===== src/rtl/sdp_pkg.sv =====
package sdp_pkg;
  // Width of an index able to address n items, never zero.
  function automatic int unsigned idx_w(input int unsigned n);
    return (n <= 1) ? 1 : $clog2(n);
  endfunction
endpackage


===== src/rtl/sdp_recency_list.sv =====
module sdp_recency_list
  import sdp_pkg::*;
#(
  parameter int unsigned BLK_W = 29,
  parameter int unsigned DEPTH = 8,
  parameter int unsigned POS_W = idx_w(DEPTH)
) (
  input  logic             clk,
  input  logic             rst,
  input  logic             upd,
  input  logic [BLK_W-1:0] blk,
  output logic             found,
  output logic [POS_W-1:0] pos
);
  logic [BLK_W-1:0] tag_q [DEPTH];
  logic [DEPTH-1:0] vld_q;
  logic [DEPTH-1:0] match;
  logic [POS_W-1:0] last_pos;

  always_comb begin
    pos = '0;
    for (int i = 0; i < DEPTH; i++) begin
      match[i] = vld_q[i] && (tag_q[i] == blk);
      if (match[i]) pos = pos | POS_W'(i);
    end
    found = |match;
  end

  // Entries at or above the hit position slide down one slot; on a miss all do.
  assign last_pos = found ? pos : POS_W'(DEPTH - 1);

  always_ff @(posedge clk) begin
    if (rst) begin
      vld_q <= '0;
      for (int i = 0; i < DEPTH; i++) tag_q[i] <= '0;
    end else if (upd) begin
      tag_q[0] <= blk;
      vld_q[0] <= 1'b1;
      for (int i = 1; i < DEPTH; i++) begin
        if (POS_W'(i) <= last_pos) begin
          tag_q[i] <= tag_q[i-1];
          vld_q[i] <= vld_q[i-1];
        end
      end
    end
  end

  // a block lives in at most one slot
  a_r2_unique_entry: assert property (@(posedge clk) disable iff (rst)
    $onehot0(match));
  // the newest reference sits at the top of the list
  a_r2_top_is_newest: assert property (@(posedge clk) disable iff (rst)
    upd |=> (vld_q[0] && tag_q[0] == $past(blk)));
  // no update leaves the list alone
  a_r12_list_hold: assert property (@(posedge clk) disable iff (rst)
    !upd |=> $stable(vld_q));
endmodule


===== src/rtl/sdp_histogram.sv =====
module sdp_histogram
  import sdp_pkg::*;
#(
  parameter int unsigned NBINS = 9,
  parameter int unsigned BIN_W = idx_w(NBINS),
  parameter int unsigned CNT_W = 16
) (
  input  logic             clk,
  input  logic             rst,
  input  logic             inc,
  input  logic [BIN_W-1:0] inc_bin,
  input  logic [BIN_W-1:0] rd_sel,
  output logic [CNT_W-1:0] rd_cnt
);
  localparam logic [CNT_W-1:0] CMAX = '1;

  logic [CNT_W-1:0] bin_q [NBINS];

  generate
    for (genvar g = 0; g < NBINS; g++) begin : g_bin
      always_ff @(posedge clk) begin
        if (rst) bin_q[g] <= '0;
        else if (inc && inc_bin == BIN_W'(g) && bin_q[g] != CMAX)
          bin_q[g] <= bin_q[g] + 1'b1;
      end
      // a bin moves only when it is the one addressed by an increment
      a_r8_bin_on_inc: assert property (@(posedge clk) disable iff (rst)
        (bin_q[g] != $past(bin_q[g])) |-> ($past(inc) && $past(inc_bin) == BIN_W'(g)));
      // a full bin stays full
      a_r9_saturate: assert property (@(posedge clk) disable iff (rst)
        (bin_q[g] == CMAX) |=> (bin_q[g] == CMAX));
    end
  endgenerate

  always_ff @(posedge clk) begin
    if (rst) rd_cnt <= '0;
    else if (32'(rd_sel) < NBINS) rd_cnt <= bin_q[rd_sel];
    else rd_cnt <= '0;
  end
endmodule


===== src/rtl/stack_dist_profiler.sv =====
module stack_dist_profiler
  import sdp_pkg::*;
#(
  parameter int unsigned ADDR_W     = 32,
  parameter int unsigned LINE_BYTES = 8,
  parameter int unsigned DEPTH      = 8,
  parameter int unsigned HIT_LINES  = 4,
  parameter int unsigned CNT_W      = 16,
  localparam int unsigned OFF_W = $clog2(LINE_BYTES),
  localparam int unsigned BLK_W = ADDR_W - OFF_W,
  localparam int unsigned POS_W = idx_w(DEPTH),
  localparam int unsigned BIN_W = idx_w(DEPTH + 1)
) (
  input  logic              clk,
  input  logic              rst,
  input  logic              in_valid,
  output logic              in_ready,
  input  logic [ADDR_W-1:0] in_addr,
  output logic              out_valid,
  output logic [POS_W-1:0]  out_dist,
  output logic              out_inf,
  output logic              out_hit,
  input  logic [BIN_W-1:0]  hist_sel,
  output logic [CNT_W-1:0]  hist_count
);
  logic             acc;
  logic [BLK_W-1:0] blk;
  logic             found;
  logic [POS_W-1:0] pos;
  logic [BIN_W-1:0] bin;

  assign acc = in_valid && in_ready;
  assign blk = in_addr[ADDR_W-1:OFF_W];
  assign bin = found ? BIN_W'(pos) : BIN_W'(DEPTH);

  sdp_recency_list #(.BLK_W(BLK_W), .DEPTH(DEPTH), .POS_W(POS_W)) u_list (
    .clk(clk), .rst(rst), .upd(acc), .blk(blk), .found(found), .pos(pos)
  );

  sdp_histogram #(.NBINS(DEPTH + 1), .BIN_W(BIN_W), .CNT_W(CNT_W)) u_hist (
    .clk(clk), .rst(rst), .inc(acc), .inc_bin(bin),
    .rd_sel(hist_sel), .rd_cnt(hist_count)
  );

  always_ff @(posedge clk) begin
    if (rst) begin
      in_ready  <= 1'b0;
      out_valid <= 1'b0;
      out_dist  <= '0;
      out_inf   <= 1'b0;
      out_hit   <= 1'b0;
    end else begin
      in_ready  <= 1'b1;
      out_valid <= acc;
      if (acc) begin
        out_inf  <= !found;
        out_dist <= found ? pos : '0;
        out_hit  <= found && (32'(pos) < HIT_LINES);
      end
    end
  end

  // every accepted reference yields a result next cycle
  a_r5_result_follows: assert property (@(posedge clk) disable iff (rst)
    acc |=> out_valid);
  // no result without an accepted reference
  a_r5_no_spurious: assert property (@(posedge clk) disable iff (rst)
    !acc |=> !out_valid);
  // an infinite result is never a hit and carries distance zero
  a_r4_inf_no_hit: assert property (@(posedge clk) disable iff (rst)
    (out_valid && out_inf) |-> (!out_hit && out_dist == '0));
  // ready rises once reset is gone
  a_r6_ready_after_reset: assert property (@(posedge clk) disable iff (rst)
    1'b1 |=> in_ready);
endmodule


===== config.mk =====
export PLATFORM = sky130hd
export DESIGN_NAME = stack_dist_profiler
export DESIGN_NICKNAME = d
export VERILOG_FILES = /design/src/rtl/sdp_pkg.sv /design/src/rtl/sdp_recency_list.sv /design/src/rtl/sdp_histogram.sv /design/src/rtl/stack_dist_profiler.sv
export SDC_FILE = /design/constraint.sdc
export NUM_CORES = 1
export LEC_CHECK = 0
export BUFFER_PORTS_ARGS = -buffer_cell sky130_fd_sc_hd__buf_4
export CAP_MARGIN = 0
export CORE_ASPECT_RATIO = 1.2
export CORE_MARGIN = 2
export CORE_UTILIZATION = 60
export CTS_BUF_LIST = sky130_fd_sc_hd__clkbuf_4 sky130_fd_sc_hd__clkbuf_8
export CTS_CLUSTER_SIZE = 14
export DETAILED_ROUTE_END_ITERATION = 10
export GPL_TIMING_DRIVEN = 0
export PLACE_DENSITY = 0.89
export SYNTH_ARGS = -nofsm -noshare
export SYNTH_HDL_FRONTEND = slang
export SYNTH_SLANG_ARGS = --single-unit

===== constraint.sdc =====
create_clock -name clk -period 5.86 [get_ports clk]
set_clock_uncertainty 0.15 [all_clocks]
set_input_delay 0.293 -clock clk [delete_from_list [all_inputs] [get_ports clk]]
set_output_delay 0.293 -clock clk [all_outputs]
set_load 0.03 [all_outputs]

======== Word level (Yosys, flattened, before mapping) ========
Memory sizes are Yosys's and may differ from the RTL's. A register that Yosys moved wholly into a read port is not among the register bits.
Index checks and enable logic that the tools add are counted.
cells by class
  add/subtract/negate cells ............... 9
  $mul .................................... 0
  divide/modulo/power cells ............... 0
  magnitude comparators ................... 9
  equality and inequality tests ........... 25
  shift operators ......................... 0
  multiplexer cells ....................... 88
  bitwise gates (word level) .............. 18
  reductions and logical operators ........ 39
operators with widths
  cell                                                           count
  equality test 29 bit                                           8
  2-to-1 mux 29 bit                                              8
  adder 16 x 1 -> 16 bit, second input constant                  9
  2-to-1 mux 16 bit                                              9
  inequality test 16 bit, second input constant                  9
  2-to-1 mux 1 bit                                               62
  logical AND 1 bit                                              28
  2-to-1 mux 3 bit                                               6
  bitwise OR 1 bit                                               17
  equality test 4 x 3 -> 1 bit, second input constant            4
  AND reduction 2 bit                                            7
  less-or-equal comparator 3 bit, first input constant           4
  equality test 4 x 2 -> 1 bit, second input constant            2
  OR reduction 8 bit                                             1
  less-or-equal comparator 2 x 3 -> 1 bit, first input constant  2
  equality test 4 x 1 -> 1 bit, second input constant            1
  equality test 4 bit, second input constant                     1
  zero test 4 bit                                                1
  less-than comparator 4 bit, second input constant              1
  2-to-1 mux 2 bit                                               2
  2-to-1 mux 4 bit                                               1
  less-or-equal comparator 1 x 3 -> 1 bit, first input constant  1
  less-than comparator 3 bit, second input constant              1
  OR reduction 2 bit                                             1
  other kinds (2)                                                2
word-level totals
  register bits ........................... 15
  bits in latches ......................... 0
  memory bits (writable) .................. 376
  bits in read-only memories .............. 0
  bits of input ports ..................... 39
  memories ................................ 2
memories
  name          words  width  rd ports  clocked after memory_dff  wr ports  RTL line                text
  u_list.tag_q  8      29     8         0                         8         sdp_recency_list.sv:15  logic [BLK_W-1:0] tag_q [DEPTH];
  u_hist.bin_q  9      16     10        1                         9         sdp_histogram.sv:17     logic [CNT_W-1:0] bin_q [NBINS];

======== Logic depth before layout (Yosys ltp) ========
An unclocked memory read counts as a cell.
  word-level depth ........................ 18
  depth in mapped cells ................... 12
  gate-level depth less buffers ........... 9

======== Cells and area by module ========
From an unflattened synthesis, not the netlist that was laid out.
second synthesis, totals
  cells, all modules ...................... 1806
  area, all modules ....................... 21556.9 sq um
modules (own cells, without submodules)
  module               instances  cells an instance  area each (sq um)
  sdp_recency_list     1          911                11878.9
  sdp_histogram        1          864                9366.5
  stack_dist_profiler  1          31                 311.5

======== Worst setup path after synthesis ========
Ideal clock, no wire load.
  kind .................................... input to register
  start ................................... input in_addr[16]
  end ..................................... memory u_list.tag_q[5][0], in the netlist u_list.tag_q[1][29] (enable)
  setup time .............................. 455 ps
  data arrival time ....................... 4022 ps
  data required time ...................... 5255 ps
  path slack .............................. 1233 ps
  stages .................................. 8
  path buffers ............................ 1
  path through ............................ buf_4 xnor2_1 nand4_1 or4_4 o2bb2a_4 o311ai_1 nand2_1 o21ai_0
RTL lines
  item         RTL line                   text
  from (decl)  stack_dist_profiler.sv:18  input logic [ADDR_W-1:0] in_addr,
  to (decl)    sdp_recency_list.sv:15

==> results.py <==
metrics = {
    "power_and_ir_drop": {
        "max-vdd-ir-drop_uv": 158,
        "p_clk_share_pct": 36.4,
        "pwr-share-seq_pct": 54.0,
        "intPower_mw": 4.85,
        "total_power_mw": 6.44,
        "combPwrFrac_pct": 9.6,
        "swShare_pct": 24.7,
        "power.switching_mw": 1.59,
        "powerDensity_nw_per_um2": 276,
        "power.static_leakage_nw": 8.29,
    },
    "timing": {
        "grt_setup_unrepaired": "no",
        "worst_slew_pin_slew_ps": 1310,
        "worst_slack_ps": 1370,
        "fin_crit_ps": 4490,
        "final_max_slew_viol_count": 0,
        "hold_violations": 0,
        "fmax_ghz": 0.223,
        "slew_headroom_pct": 11.1,
        "timing.final.crit_share_pct": 76.6,
        "finalSetupViolations": 0,
    },
    "critical_path": {
        "worst_setup_path_start_kind": "register",
        "cp_num_buf_inv": 0,
        "path_class": "register to register",
        "arrival_ps": 4600,
        "slowest_stage": "nor4_1",
        "cpPeakStageDelay_ps": 630,
        "ff2ff_setup_slack_ps": 1370,
        "crit_family": "simple AND/OR/NAND/NOR gates",
        "required_ps": 5970,
        "critPathMaxFanout": 29,
        "rr_worst_depth": 8,
        "crit_path_end_kind": "register",
        "cp_num_cells": 8,
        "r2r_end": "u_list.tag_q[1][102]",
        "r2r_start": "u_list.tag_q[1][112]",
        "cp_cell_sequence": "xnor2_1 -> nand4_1 -> nor4_1 -> a22oi_2 -> o311ai_1 -> nand2_1 -> nor3b_1 -> or2_2",
    },
    "cells_and_area": {
        "fillers": 2297,
        "stdcell_count": 2355,
        "areaGrowthSynthToFinish_pct": 10.8,
        "antenna_cells": 0,
        "drive_gt1_share_pct": 12.1,
        "fin_nets": 1893,
        "fin_area_sq_um": 23300,
    },
    "logic_synthesis": {
        "synth_edf_count": 376,
        "yosys.area.top_type": "edfxtp_1",
        "synth.most_common_cell": "edfxtp_1",
        "synth-main-ff-cell": "edfxtp_1",
        "synth_top_family_by_area": "simple AND/OR/NAND/NOR gates",
        "syn-cell-area_sq_um": 21000,
        "synth_top_area_share_pct": 53.7,
        "synth.mux.area_fraction_pct": 4.28,
        "ys.warnings.count": 0,
        "yosys.area_share.simple_pct": 19.0,
        "synth-compound-area-share_pct": 1.93,
        "synthDistinctLibCells": 59,
        "synthAdderAreaFrac_pct": 0.535,
        "ys_top_cells_by_area": "edfxtp_1 54%, xnor2_1 8.5%, xor2_1 6.4%",
        "synth_seq_cells": 407,
        "ys_seq_area_share_pct": 56.6,
        "async_reset_ff_share_pct": 0,
        "synth-xor-area-share_pct": 14.9,
        "syn_inst": 1730,
        "synth_common_cells": "376 x edfxtp_1, 205 x nor2_1, 204 x xnor2_1, 153 x xor2_1, 95 x nor2b_1",
        "postSynthAreaPerCell_sq_um": 12.2,
        "synth_nets": 1778,
    },
    "routing": {
        "post_drt_wl_per_cell_microns": 20.6,
        "route.detailed.drc": 0,
        "drt-total-wl_microns": 48600,
        "ant_nets": 0,
        "routed_via_density": 5.93,
        "num_vias": 14000,
        "drt_iter0_drc": 1830,
        "dr.pass1.iters": 8,
    },
    "global_route": {
        "grt_antenna_before_repair": 1,
        "gr-total-overflow": 0,
        "grt_pass1_wl_microns": 75300,
        "grt_max_degree": 30,
        "grt_pass1_vias": 13700,
        "grt_usage_pct": 26.8,
    },
    "floorplanning": {
        "die_h_microns": 209,
        "start_util_pct": 60.6,
        "rows": 75,
        "fp.dieW_microns": 175,
        "core_area_sq_um": 34700,
        "dieArea_sq_um": 36600,
        "num_io_pins": 62,
    },
    "place": {
        "hpwl_microns": 36200,
        "place_area_sq_um": 21900,
        "gp_congestion": 0.961,
        "io_buffers": 25,
        "dp_slack_ps": 1420,
        "place_inst": 2223,
    },
    "cts": {
        "clk_pin_slew_ps": 70,
        "root_buffer": "clkbuf_8",
        "cts-htree-levels": 2,
        "cts_max_path_buffers": 3,
        "cts_sinks": 407,
        "clock_latency_ps": 640,
        "cts_buffers": 57,
        "cts_tree": "done",
    },
    "min_path": {
        "hp-start": "in_addr[14]",
        "hold_path.class": "input port to register",
        "hold_end": "u_list.tag_q[0][11]",
        "min_path_cells": 2,
    },
    "job": {
        "max_cap_violations": 0,
    },
    "status": {
        "outcome": "finished, final reports clean",
    },
}
## state kept, by name, indices dropped and copies added (netlist names)
signal / count
u_list.tag_q: 232
u_hist.bin_q: 144
u_hist.rd_cnt: 16
u_list.vld_q: 8
out_dist: 3
in_ready: 1
out_hit: 1
out_inf: 1
out_valid: 1
## cell type report
cell class | instances | area [sq um] | area share, %
Inverter | 15 | 56.3 | 0.241
Multi-Input combinational cell | 1214 | 8550 | 36.7
Clock inverter | 32 | 275 | 1.18
Timing Repair Buffer | 56 | 490 | 2.10
Tap cell | 462 | 578 | 2.48
Sequential cell | 407 | 11900 | 51.1
Clock buffer | 75 | 920 | 3.94
Buffer | 94 | 534 | 2.29
## placed cells by master (no fill, tap or decap), types with 4 or more instances in the layout
cell / instances
nand4_1: 55
clkinv_2: 10
dfxtp_1: 31
dlygate4sd3_1: 25
xor2_1: 153
clkbuf_1: 46
nor4_1: 28
nor2_1: 205
mux4_2: 32
a21oi_1: 18
edfxtp_1: 376
buf_4: 51
clkbuf_8: 57
nand2_1: 65
and4_1: 7
buf_6: 10
or4_1: 6
a211oi_1: 4
clkbuf_4: 18
mux2i_1: 18
nor2_4: 8
nand3_1: 72
clkinv_1: 14
inv_1: 15
buf_2: 9
or2_2: 5
xnor2_1: 204
ha_1: 9
bufinv_16: 5
buf_1: 7
and2_1: 93
and3_1: 90
nor2b_1: 95
## metal layers
layer	vias up	GRT usage (%)	part of all wire (%)
li1	6359	-	-
met1	6720	33.9	38
met2	733	45.2	49
met3	161	4.68	8.6
met4	0	12.2	4.8
met5	-	0	0
## power groups by stage
stage               Sequential [mW]  Combinational, mW  Clock [mW]
global route                   3.49              0.659        2.47
global placement               3.52              0.571           0
detailed placement             3.53              0.594           0
finish                         3.48              0.619        2.35
CTS                            3.47              0.613        2.34
floorplan                      3.51              0.419           0
## cell families (layout without fill, tap and decap cells)
group,after synthesis,count (layout)
AND/OR/NAND/NOR,744,744
flip-flops,407,407
XOR/XNOR,357,357
buffers and inverters,109,272
AO/OA/AOI/OAI,54,54
multiplexers,50,50
adder cells (fa/ha/maj),9,9
## stage by stage
stage          utilization, %  hold slack (ps)  TNS, ps
2_1_floorplan               -              285        0
3_3_place_gp             62.8              315    -1300
3_5_place_dp             63.0              319        0
4_1_cts                  67.2            0.963        0
5_1_grt                  67.2             20.2        0
6_report                 67.2             13.4        0
## how the worst max path moves through the flow
stage,startpoint,to
2_1_floorplan,in_addr[16],u_list.tag_q[1][29]
3_3_place_gp,in_addr[28],u_list.tag_q[1][43]
3_5_place_dp,in_addr[28],u_list.tag_q[1][100]
4_1_cts,u_list.tag_q[1][112],u_list.tag_q[1][103]
5_1_grt,u_list.tag_q[1][112],u_list.tag_q[1][100]
6_report,u_list.tag_q[1][112],u_list.tag_q[1][102]
## repair_timing
action	in CTS	in global routing
hold buffers	25	0
endpoints found under the hold margin	25	0
buffers inserted	0	0
resized for setup	0	0
No activity file was read; power rests on OpenSTA's default activity.
